===== src/rtl/idec_pkg.sv =====
package idec_pkg;

    localparam int INSN_W   = 32;
    localparam int XLEN     = 64;
    localparam int OPC_W    = 7;
    localparam int JOPC_W   = 5;
    localparam int REG_W    = 5;
    localparam int IMM_W    = 12;
    localparam int TGT_W    = 27;
    localparam int BIGIMM_W = 20;
    localparam int FUNCT_W  = 3;
    localparam int FUNCTR_W = 7;
    localparam int FFUNCT_W = 5;
    localparam int SHAMT_W  = 6;
    localparam int SHAMTW_W = 5;
    localparam int BR_SHIFT = 1;
    localparam int J_SHIFT  = 1;
    localparam int J_REGION = TGT_W + J_SHIFT;
    localparam int FMT_W    = 3;
    localparam int NFLD     = 13;

    typedef enum logic [FMT_W-1:0] {
        FMT_IMM = 3'd0,
        FMT_JMP = 3'd1,
        FMT_REG = 3'd2,
        FMT_BIG = 3'd3,
        FMT_FLT = 3'd4
    } fmt_e;

    // packed structs list the most significant field first
    typedef struct packed {
        logic [OPC_W-1:0]   opcode;
        logic [REG_W-1:0]   ra;
        logic [REG_W-1:0]   rb;
        logic [FUNCT_W-1:0] funct;
        logic [IMM_W-1:0]   imm;
    } lay_imm_t;

    typedef struct packed {
        logic [JOPC_W-1:0] jop;
        logic [TGT_W-1:0]  target;
    } lay_jmp_t;

    typedef struct packed {
        logic [OPC_W-1:0]    opcode;
        logic [REG_W-1:0]    ra;
        logic [REG_W-1:0]    rb;
        logic [FUNCT_W-1:0]  funct;
        logic [FUNCTR_W-1:0] functr;
        logic [REG_W-1:0]    rc;
    } lay_reg_t;

    typedef struct packed {
        logic [OPC_W-1:0]    opcode;
        logic [REG_W-1:0]    rt;
        logic [BIGIMM_W-1:0] bigimm;
    } lay_big_t;

    typedef struct packed {
        logic [OPC_W-1:0]    opcode;
        logic [REG_W-1:0]    ra;
        logic [REG_W-1:0]    rb;
        logic [FFUNCT_W-1:0] ffunct;
        logic [REG_W-1:0]    rd;
        logic [REG_W-1:0]    rc;
    } lay_flt_t;

    typedef union packed {
        lay_imm_t i;
        lay_jmp_t j;
        lay_reg_t r;
        lay_big_t b;
        lay_flt_t f;
    } insn_u;

    typedef struct packed {
        logic [OPC_W-1:0]    opcode;
        logic [JOPC_W-1:0]   jop;
        logic [REG_W-1:0]    ra;
        logic [REG_W-1:0]    rb;
        logic [REG_W-1:0]    rc;
        logic [REG_W-1:0]    rd;
        logic [REG_W-1:0]    rt;
        logic [FUNCT_W-1:0]  funct;
        logic [FUNCTR_W-1:0] functr;
        logic [FFUNCT_W-1:0] ffunct;
        logic [IMM_W-1:0]    imm;
        logic [BIGIMM_W-1:0] bigimm;
        logic [TGT_W-1:0]    target;
    } fields_t;

    // declared in reverse so that opcode lands on bit 0
    typedef struct packed {
        logic target;
        logic bigimm;
        logic imm;
        logic ffunct;
        logic functr;
        logic funct;
        logic rt;
        logic rd;
        logic rc;
        logic rb;
        logic ra;
        logic jop;
        logic opcode;
    } fld_vld_t;

    function automatic logic [XLEN-1:0] sext_imm(input logic [IMM_W-1:0] v);
        return {{(XLEN-IMM_W){v[IMM_W-1]}}, v};
    endfunction

endpackage


===== src/rtl/idec_split.sv =====
module idec_split
    import idec_pkg::*;
(
    input  logic [INSN_W-1:0] insn,
    output fields_t           flds
);
    insn_u word;

    assign word = insn_u'(insn);

    always_comb begin
        flds.opcode = word.i.opcode;
        flds.jop    = word.j.jop;
        flds.ra     = word.r.ra;
        flds.rb     = word.f.rb;
        flds.rc     = word.r.rc;
        flds.rd     = word.f.rd;
        flds.rt     = word.b.rt;
        flds.funct  = word.i.funct;
        flds.functr = word.r.functr;
        flds.ffunct = word.f.ffunct;
        flds.imm    = word.i.imm;
        flds.bigimm = word.b.bigimm;
        flds.target = word.j.target;
    end
endmodule


===== src/rtl/idec_imm.sv =====
module idec_imm
    import idec_pkg::*;
(
    input  logic [IMM_W-1:0]    imm,
    output logic [XLEN-1:0]     simm,
    output logic [SHAMT_W-1:0]  shamt,
    output logic [SHAMTW_W-1:0] shamtw
);
    assign simm   = sext_imm(imm);
    assign shamt  = imm[SHAMT_W-1:0];
    assign shamtw = imm[SHAMTW_W-1:0];

    // everything above the immediate sign bit repeats it
    always_comb begin
        a_r6_sign_fill: assert (simm[XLEN-1:IMM_W-1] == '0 || simm[XLEN-1:IMM_W-1] == '1)
            else $error("R6 sign fill broken");
    end
endmodule


===== src/rtl/idec_tgt.sv =====
module idec_tgt
    import idec_pkg::*;
(
    input  logic [XLEN-1:0]  npc,
    input  logic [XLEN-1:0]  simm,
    input  logic [TGT_W-1:0] target,
    output logic [XLEN-1:0]  br_tgt,
    output logic [XLEN-1:0]  jmp_tgt
);
    localparam logic [XLEN-1:0] REGION_MASK = {XLEN{1'b1}} << J_REGION;

    logic [XLEN-1:0] br_off;
    logic [XLEN-1:0] j_off;

    assign br_off  = simm << BR_SHIFT;
    assign j_off   = {{(XLEN-TGT_W){1'b0}}, target} << J_SHIFT;
    assign br_tgt  = npc + br_off;
    assign jmp_tgt = (npc & REGION_MASK) + j_off;

    always_comb begin
        // upper region is kept from the next-PC
        a_r9_region_kept: assert (jmp_tgt[XLEN-1:J_REGION] == npc[XLEN-1:J_REGION])
            else $error("R9 jump region changed");
        // scaled target leaves bit 0 clear
        a_r9_align: assert (jmp_tgt[0] == 1'b0)
            else $error("R9 jump misaligned");
        // even offset keeps next-PC parity
        a_r8_parity: assert (br_tgt[0] == npc[0])
            else $error("R8 branch parity");
    end
endmodule


===== src/rtl/idec_vld.sv =====
module idec_vld
    import idec_pkg::*;
(
    input  logic [FMT_W-1:0] fmt,
    output fld_vld_t         vld
);
    always_comb begin
        vld = '0;
        case (fmt)
            FMT_IMM: begin
                vld.opcode = 1'b1; vld.ra = 1'b1; vld.rb = 1'b1;
                vld.funct = 1'b1; vld.imm = 1'b1;
            end
            FMT_JMP: begin
                vld.jop = 1'b1; vld.target = 1'b1;
            end
            FMT_REG: begin
                vld.opcode = 1'b1; vld.ra = 1'b1; vld.rb = 1'b1;
                vld.rc = 1'b1; vld.funct = 1'b1; vld.functr = 1'b1;
            end
            FMT_BIG: begin
                vld.opcode = 1'b1; vld.rt = 1'b1; vld.bigimm = 1'b1;
            end
            FMT_FLT: begin
                vld.opcode = 1'b1; vld.ra = 1'b1; vld.rb = 1'b1;
                vld.rc = 1'b1; vld.rd = 1'b1; vld.ffunct = 1'b1;
            end
            default: vld = '0;
        endcase
    end

    always_comb begin
        // main and jump opcodes never both valid
        a_r10_opc_excl: assert (!(vld.opcode && vld.jop))
            else $error("R10 opcode overlap");
        // rt only in a layout without ra
        a_r10_rt_excl: assert (!(vld.rt && vld.ra))
            else $error("R10 rt/ra overlap");
    end
endmodule


===== src/rtl/insn_field_decoder.sv =====
module insn_field_decoder
    import idec_pkg::*;
(
    input  logic [FMT_W-1:0]    fmt_sel,
    input  logic [INSN_W-1:0]   insn_word,
    input  logic [XLEN-1:0]     npc,
    output logic [OPC_W-1:0]    opcode_o,
    output logic [JOPC_W-1:0]   jop_o,
    output logic [REG_W-1:0]    ra_o,
    output logic [REG_W-1:0]    rb_o,
    output logic [REG_W-1:0]    rc_o,
    output logic [REG_W-1:0]    rd_o,
    output logic [REG_W-1:0]    rt_o,
    output logic [FUNCT_W-1:0]  funct_o,
    output logic [FUNCTR_W-1:0] functr_o,
    output logic [FFUNCT_W-1:0] ffunct_o,
    output logic [IMM_W-1:0]    imm_o,
    output logic [BIGIMM_W-1:0] bigimm_o,
    output logic [TGT_W-1:0]    target_o,
    output logic [XLEN-1:0]     simm_o,
    output logic [SHAMT_W-1:0]  shamt_o,
    output logic [SHAMTW_W-1:0] shamtw_o,
    output logic [XLEN-1:0]     br_tgt_o,
    output logic [XLEN-1:0]     jmp_tgt_o,
    output logic [NFLD-1:0]     fld_vld_o
);
    fields_t  flds;
    fld_vld_t vld;

    idec_split u_split (.insn(insn_word), .flds(flds));

    idec_imm u_imm (
        .imm   (flds.imm),
        .simm  (simm_o),
        .shamt (shamt_o),
        .shamtw(shamtw_o)
    );

    idec_tgt u_tgt (
        .npc    (npc),
        .simm   (simm_o),
        .target (flds.target),
        .br_tgt (br_tgt_o),
        .jmp_tgt(jmp_tgt_o)
    );

    idec_vld u_vld (.fmt(fmt_sel), .vld(vld));

    assign opcode_o  = flds.opcode;
    assign jop_o     = flds.jop;
    assign ra_o      = flds.ra;
    assign rb_o      = flds.rb;
    assign rc_o      = flds.rc;
    assign rd_o      = flds.rd;
    assign rt_o      = flds.rt;
    assign funct_o   = flds.funct;
    assign functr_o  = flds.functr;
    assign ffunct_o  = flds.ffunct;
    assign imm_o     = flds.imm;
    assign bigimm_o  = flds.bigimm;
    assign target_o  = flds.target;
    assign fld_vld_o = vld;

    always_comb begin
        // word shift amount nests inside the full one
        a_r7_shamt_nest: assert (shamtw_o == shamt_o[SHAMTW_W-1:0])
            else $error("R7 shift amounts disagree");
        // rt and ra share one slot
        a_r2_rt_ra: assert (rt_o == ra_o)
            else $error("R2 rt/ra slot mismatch");
        // jump opcode is the top of the main opcode
        a_r1_jop_top: assert (jop_o == opcode_o[OPC_W-1:OPC_W-JOPC_W])
            else $error("R1 opcode slices disagree");
    end
endmodule


===== config.mk =====
export PLATFORM = sky130hd
export DESIGN_NAME = insn_field_decoder
export DESIGN_NICKNAME = d
export VERILOG_FILES = /design/src/rtl/idec_pkg.sv /design/src/rtl/idec_split.sv /design/src/rtl/idec_imm.sv /design/src/rtl/idec_tgt.sv /design/src/rtl/idec_vld.sv /design/src/rtl/insn_field_decoder.sv
export SDC_FILE = /design/constraint.sdc
export NUM_CORES = 1
export LEC_CHECK = 0
export BUFFER_PORTS_ARGS = -buffer_cell sky130_fd_sc_hd__buf_2
export CORE_AREA = 2 2 164 166
export DETAILED_ROUTE_END_ITERATION = 7
export DIE_AREA = 0 0 166 168
export GPL_TIMING_DRIVEN = 0
export PLACE_DENSITY = 0.48
export SYNTH_ARGS = -nofsm -noshare
export SYNTH_HDL_FRONTEND = slang
export SYNTH_SLANG_ARGS = --single-unit

===== constraint.sdc =====
create_clock -name vclk -period 2.95
set_input_delay 0.1475 -clock vclk [all_inputs]
set_output_delay 0.1475 -clock vclk [all_outputs]
set_load 0.005 [all_outputs]

Word-level counts from Yosys, hierarchy flattened
Cells that the tools add are included.

word-level totals
  logic and storage cells = 20
  input port bits = 99
  register bits after elaboration = 0

operators by class
  add/sub/neg operators = 2
  equal/unequal tests = 4
  reduce and logical (&&, ||, !) cells = 5
  multiplexer cells = 9

operators with widths
  kind                                            number
  adder 64 x 28 -> 64 bit                         1
  adder 64 bit                                    1
  two-way mux 1 bit                               8
  == test 3 x 2 -> 1 bit (second input constant)  2
  OR reduction 2 bit                              2
  OR reduction 4 bit                              1
  == test 3 x 1 -> 1 bit (second input constant)  1
  == test 3 bit (second input constant)           1
  logical NOT 3 bit                               1
  OR reduction 3 bit                              1
  two-way mux 2 bit                               1

Longest topological paths before layout
Gate-level depths: netlist of run 1.

  word-level depth = 3
  mapped depth = 11
  mapped depth without buffers = 11

Modules after synthesis
Synthesis of run 1 repeated with hierarchy kept, for this count alone.

unflattened totals
  cell total of the unflattened synthesis = 827
  area total of the unflattened synthesis = 5815.6 um^2

modules (own cells, without submodules)
  module      instances  area each (um^2)  cells an instance
  idec_tgt    1          4295.4            625
  idec_split  1          833.3             111
  idec_imm    1          563.0             75
  idec_vld    1          123.9             16

Worst setup path before layout of run 1
Ideal clock, no wire load.

  path kind = input port to output port
  start = input port insn_word[0]
  end = output port br_tgt_o[53]
  required time = 2.803 ns
  slack = 0.420 ns
  arrival time = 2.382 ns
  cell stages on the path = 11
  cell sequence = ha_1 > fa_1 > a21o_1 > nand4_1 > nand3_1 > a41oi_2 > o21ba_2 > o21ai_1 > a31o_2 > and4_1 > nor3_1

on the way
  longest elaborated chain between the ends = 1

ends and longest elaborated chain
  item          RTL line                  RTL
  from (decl)   insn_field_decoder.sv:5   input logic [INSN_W-1:0] insn_word,
  adder 64 bit  idec_tgt.sv:17            assign br_tgt = npc + br_off;
  to (decl)     insn_field_decoder.sv:23  output logic [XLEN-1:0] br_tgt_o,

Every way passes these cells.

Final worst setup path of run 1
  start = input port insn_word[11]
  end = output port br_tgt_o[55]

The elaborated chain is that of the path after synthesis.

==> results of run 1 <==
[cells in the final DEF, fill, tap and decap left out, drive strengths merged, types with 4 or more instances in the layout]
cell | netlist | final
a221oi | 4 | 4
a21oi | 74 | 74
a211oi | 4 | 4
o21ai | 38 | 38
nand4 | 23 | 23
xnor2 | 33 | 33
and2 | 5 | 5
nor3 | 12 | 12
nor2 | 40 | 40
a21boi | 8 | 8
inv | 18 | 18
clkbuf | 12 | 9
nand2b | 5 | 5
o21a | 8 | 8
xor2 | 25 | 25
and3 | 6 | 6
a21o | 34 | 34
nand2 | 51 | 51
nand3 | 8 | 8
o211ai | 6 | 6
nor3b | 5 | 5
a31oi | 10 | 10
o21bai | 15 | 15
ha | 62 | 62
buf | 273 | 688
or3 | 4 | 4
[report_power, final]
part,total (mW),internal [mW],switching (mW)
Clock,0.0000000454,0.0000000454,0
Sequential,0,0,0
Combinational,1.91,0.974,0.932
Total,1.91,0.974,0.932
[layout make-up]
class	count	area share, %
Inverter	18	0.756
Tap cell	341	4.78
Buffer	280	23.9
Antenna cell	1	0.0280
Timing Repair Buffer	418	24.6
Multi-Input combinational cell	520	45.9
[metrics by stage]
stage          hold WS [ps]  power (mW)  util (%)  setup slack (ps)  setup TNS (ps)
2_1_floorplan           325        1.07         -               420               0
5_1_grt                 463        2.09      33.9             -45.8            -138
3_5_place_dp            461        1.77      31.8              -519           -9400
4_1_cts                 461        1.82      32.3           -0.0215         -0.0215
6_report                460        1.91      33.9              84.2               0
3_3_place_gp            462        1.78      31.7             -1710          -63100
[routing by layer]
metal,up-vias,share of wire [%]
met2,281,51
met4,0,0.71
met3,8,6.6
li1,3476,-
met5,-,0
met1,2932,42
[worst min path at each step]
stage | startpoint | to | cells after the start
after detailed placement | insn_word[15] | bigimm_o[15] | 2
after global placement | insn_word[28] | jop_o[1] | 2
final | insn_word[22] | ra_o[2] | 2
after floorplan | fmt_sel[2] | fld_vld_o[10] | 1
after CTS | insn_word[25] | opcode_o[0] | 2
after global routing | insn_word[30] | jop_o[3] | 2
[kinds of logic after synthesis]
family	Yosys count	synth area share, %
and+or+nand+nor	173	14.8
xor gates and xnor gates	58	8.61
muxes	1	0.170
adders and majority gates	63	13.5
other	1	0.0635
buffers and inverters	304	37.1
AOI/OAI and AO/OA	224	25.8
[what timing repair did]
item | in CTS | in global routing
hold buffers | 0 | 0
setup buffers | 4 | 8
pin swaps | 5 | 29
resized for setup | 23 | 81
endpoints found under the setup margin | 32 | 23
gates cloned | 1 | 0
==> flow_summary.ini, run 1 <==
[global_routing]
use_met2_pct = 26.6
grt_pass1_vias = 6065
use_met3_pct = 1.69
use_met1_pct = 17.7
grt_pass1_wl_mm = 32.7
top_usage_layer = met2
grtUsageTotal_pct = 14.0
grt_max_degree = 69
grt-ovfl-total = 0
antenna_found_initial = 1

[placement]
place_congestion = 0.826
dpl.cell_count = 1570
io_buffers = 404
placed_cell_area_um2 = 8380
hpwlAfterDp_mm = 18.5

[power_and_ir_drop]
peakVddDrop_mv = 0.0883
powerDensity_nw_per_um2 = 213
leakagePower_nw = 4.80

[synth]
ys_warn_count = 0
synth.most_common_cell = buf_4
synth_top_area_share_pct = 33.2
synth_top_cell_by_area = buf_4
ys_types = 78
synth_common_cells = 261 x buf_4, 73 x a21oi_1, 62 x ha_1
synth_cells = 824
syn_area_um2 = 5900
yosys-top-cells-area = buf_4 33%, ha_1 13%, a21oi_1 6.2%
synth_fp_nets = 986
synth_area_per_cell_um2 = 7.16
yosysSeqAreaShare_pct = 0

[timing]
fin_crit_sh_pct = 97.1
finalSetupViolCount = 0
max_freq_mhz = 349
drv_slew = 0
finalCriticalPeriod_ps = 2870
hold_violations = 0
rsz0062_at_grt = true
slew_headroom_pct = 61.3
tightest_slew_ps = 577

[detailed_routing]
vias = 6697
drc = 0
ant_nets = 0
first_iter_violations = 230
routedWlPerCell_um = 13.9
vias_per_cell = 4.24
totalWireLength_mm = 21.9
first_pass_iters = 5

[finish]
clockBufferCount = 0
postLayoutCellArea_um2 = 8930
multi_input_area_um2 = 4100
layout-drive-gt1-share_pct = 62.6
seq_cells = 0
fin_cells = 1578
nets = 1400
area_delta_synth_final_pct = 51.3
num-fill-cells = 2883
seq_area_um2 = 0

[critical_path]
worstPathRequired_ps = 2800
critical-path-top-delay-family = simple AND/OR/NAND/NOR gates
crit_path_end_kind = primary output
cpPeakStageDelay_ps = 440
cp.depth = 12
arrival_ps = 2720
setup.worst_path.start = insn_word[11]
cp_cell_sequence = buf_16 -> ha_1 -> buf_6 -> inv_1 -> or3_4 -> or4_4 -> o21ai_4 -> a31oi_4 -> o21a_4 -> o21bai_4 -> xnor2_2 -> buf_2
slowest_stage = or4_4
endpoint = br_tgt_o[55]
crit_type = in2out
critPathMaxFanout = 22
crit_buf_inv = 4
cp-start-kind = input port

[worst_hold_path]
hold_path.class = in2out

[floorplan]
dieHeight_um = 168
io_pins = 426
start_util_pct = 22.4
die_area_um2 = 27900
rows = 60
core_area_um2 = 26400
die_width_um = 166

[flow_run]
maxCapViolCount = 0

[run_status]
outcome = completed
No activity file was read; power rests on OpenSTA's default activity.
==> inputs of run 2 (changes only) <==
==> constraint.sdc (replaced) <==
create_clock -name vclk -period 2.95
set_input_delay 0.1475 -clock vclk [all_inputs]
set_output_delay 0.1475 -clock vclk [all_outputs]
set_load 0.1 [all_outputs]
==> run 2 against run 1 <==
Compared with the run above:
- the flow now finishes with violations (setup timing)
- global-route usage grew 1.3 points
- power grew to 2.8 times the previous value
- fmax shrank 5.0%
- sequential share of layout area did not move
- via count rose by 3.4%
- wire length up 7.3%
- clock-buffer cell count did not move
- die area unchanged
- setup slack got worse by 150 ps
- hold slack gained 220 ps
- first-iteration DRC count increased by 16%
- core utilization grew 6.3 points
- highest routed layer unchanged
==> flow_summary.ini, run 2 (synthesis gave the netlist of run 1 again) <==
[run_status]
outcome = complete, but fails checks
violations = setup timing

[global_routing]
grtUsageTotal_pct = 15.3
grt-ovfl-total = 0
grt_pass1_wl_mm = 35.4
grt_pass1_vias = 6508
antenna_found_initial = 0
grt_max_degree = 36

[critical_path]
crit_path_end_kind = primary output
arrival_ps = 2870
crit_buf_inv = 3
critPathMaxFanout = 11
endpoint = br_tgt_o[60]
cp.depth = 11
crit_type = in2out
slowest_stage = or4b_4
setup.worst_path.start = insn_word[11]
cp-start-kind = input port
critical-path-top-delay-family = simple AND/OR/NAND/NOR gates
cpPeakStageDelay_ps = 600
cp_cell_sequence = bufbuf_16 -> ha_1 -> buf_4 -> nand2_1 -> or4b_4 -> o21ai_2 -> a221o_1 -> nor3b_4 -> a221oi_4 -> xor2_4 -> buf_12
worstPathRequired_ps = 2800

[finish]
final_cell_mix = 368 x buf_2, 316 x buf_4, 60 x a21oi_1
clockBufferCount = 0
layout_commonest_cell = buf_2
postLayoutCellArea_um2 = 10600
seq_area_um2 = 0
seq_cells = 0
antenna_cells = 0
area_delta_synth_final_pct = 79.3
layout-drive-gt1-share_pct = 71.6
fin_cells = 1613
nets = 1436

[timing]
hold_slack_ps = 679
tightest_slew_ps = 697
fin_crit_sh_pct = 102
slew_headroom_pct = 53.2
hold_violations = 0
rsz0062_at_grt = true
max_freq_mhz = 331
setup_slack_ps = -67.0
drv_slew = 0
finalSetupViolCount = 5
finalCriticalPeriod_ps = 3020

[placement]
dpl.cell_count = 1570
hpwlAfterDp_mm = 18.5
placed_cell_area_um2 = 8860
io_buffers = 404
place_congestion = 0.822

[flow_run]
maxCapViolCount = 0

[floorplan]
start_util_pct = 22.4
io_pins = 426
die_area_um2 = 27900
dieHeight_um = 168
rows = 60
die_width_um = 166
core_area_um2 = 26400

[detailed_routing]
drc = 0
routedWlPerCell_um = 14.6
first_pass_iters = 4
totalWireLength_mm = 23.5
first_iter_violations = 267
ant_nets = 0
vias = 6922
vias_per_cell = 4.29

[power_and_ir_drop]
powerDensity_nw_per_um2 = 507
peakVddDrop_mv = 0.310
leakagePower_nw = 5.42

[clocking]
ctsHoldBuffers = 0

[worst_hold_path]
hold_path.class = in2out
run 2: area by class of cell:
cell class                 count  area (um^2)
timing repair buffer         459         2980
tap                          341          427
inverter                      18         67.6
buffer                       275         2110
multi-input combinational    520         5000
fill                        2715        15800
run 2: how the worst min path moves through the flow:
stage | from | end | slack [ps] | cells after the start
6_report | insn_word[19] | bigimm_o[19] | 680 | 2
5_1_grt | insn_word[23] | jmp_tgt_o[24] | 680 | 2
4_1_cts | insn_word[28] | jop_o[1] | 680 | 2
3_5_place_dp | insn_word[14] | bigimm_o[14] | 680 | 2
3_3_place_gp | insn_word[16] | target_o[16] | 680 | 2
2_1_floorplan | fmt_sel[2] | fld_vld_o[7] | 470 | 1
run 2: power breakdown:
group / leakage [nW] / switching, mW / internal [mW]
sequential: 0 / 0 / 0
combinational: 5.42 / 3.92 / 1.44
clock: 0 / 0 / 0
run 2: metrics by stage:
stage / TNS, ps / util (%) / total power [mW] / worst slack [ps]
3_5_place_dp: -36940 / 33.6 / 4.74 / -1280
2_1_floorplan: -2640 / - / 4.05 / -608
4_1_cts: -1180 / 38.0 / 5.19 / -211
5_1_grt: -1150 / 40.2 / 5.57 / -183
6_report: -215 / 40.2 / 5.37 / -67.0
3_3_place_gp: -88610 / 33.5 / 4.74 / -2280
run 2: repair_timing:
item	4_1_cts	5_1_grt
setup endpoints to repair	48	37
pin swaps	35	46
setup buffers	22	26
resized for setup	198	102
cloned	5	1
run 2: per-layer routing:
metal	global-route usage (%)	routed length (um)	vias to the layer above
li1	-	-	3530
met1	18.2	9310	3132
met2	30.1	12700	252
met3	2.21	1420	8
met4	0.945	142	0
met5	0	0	-
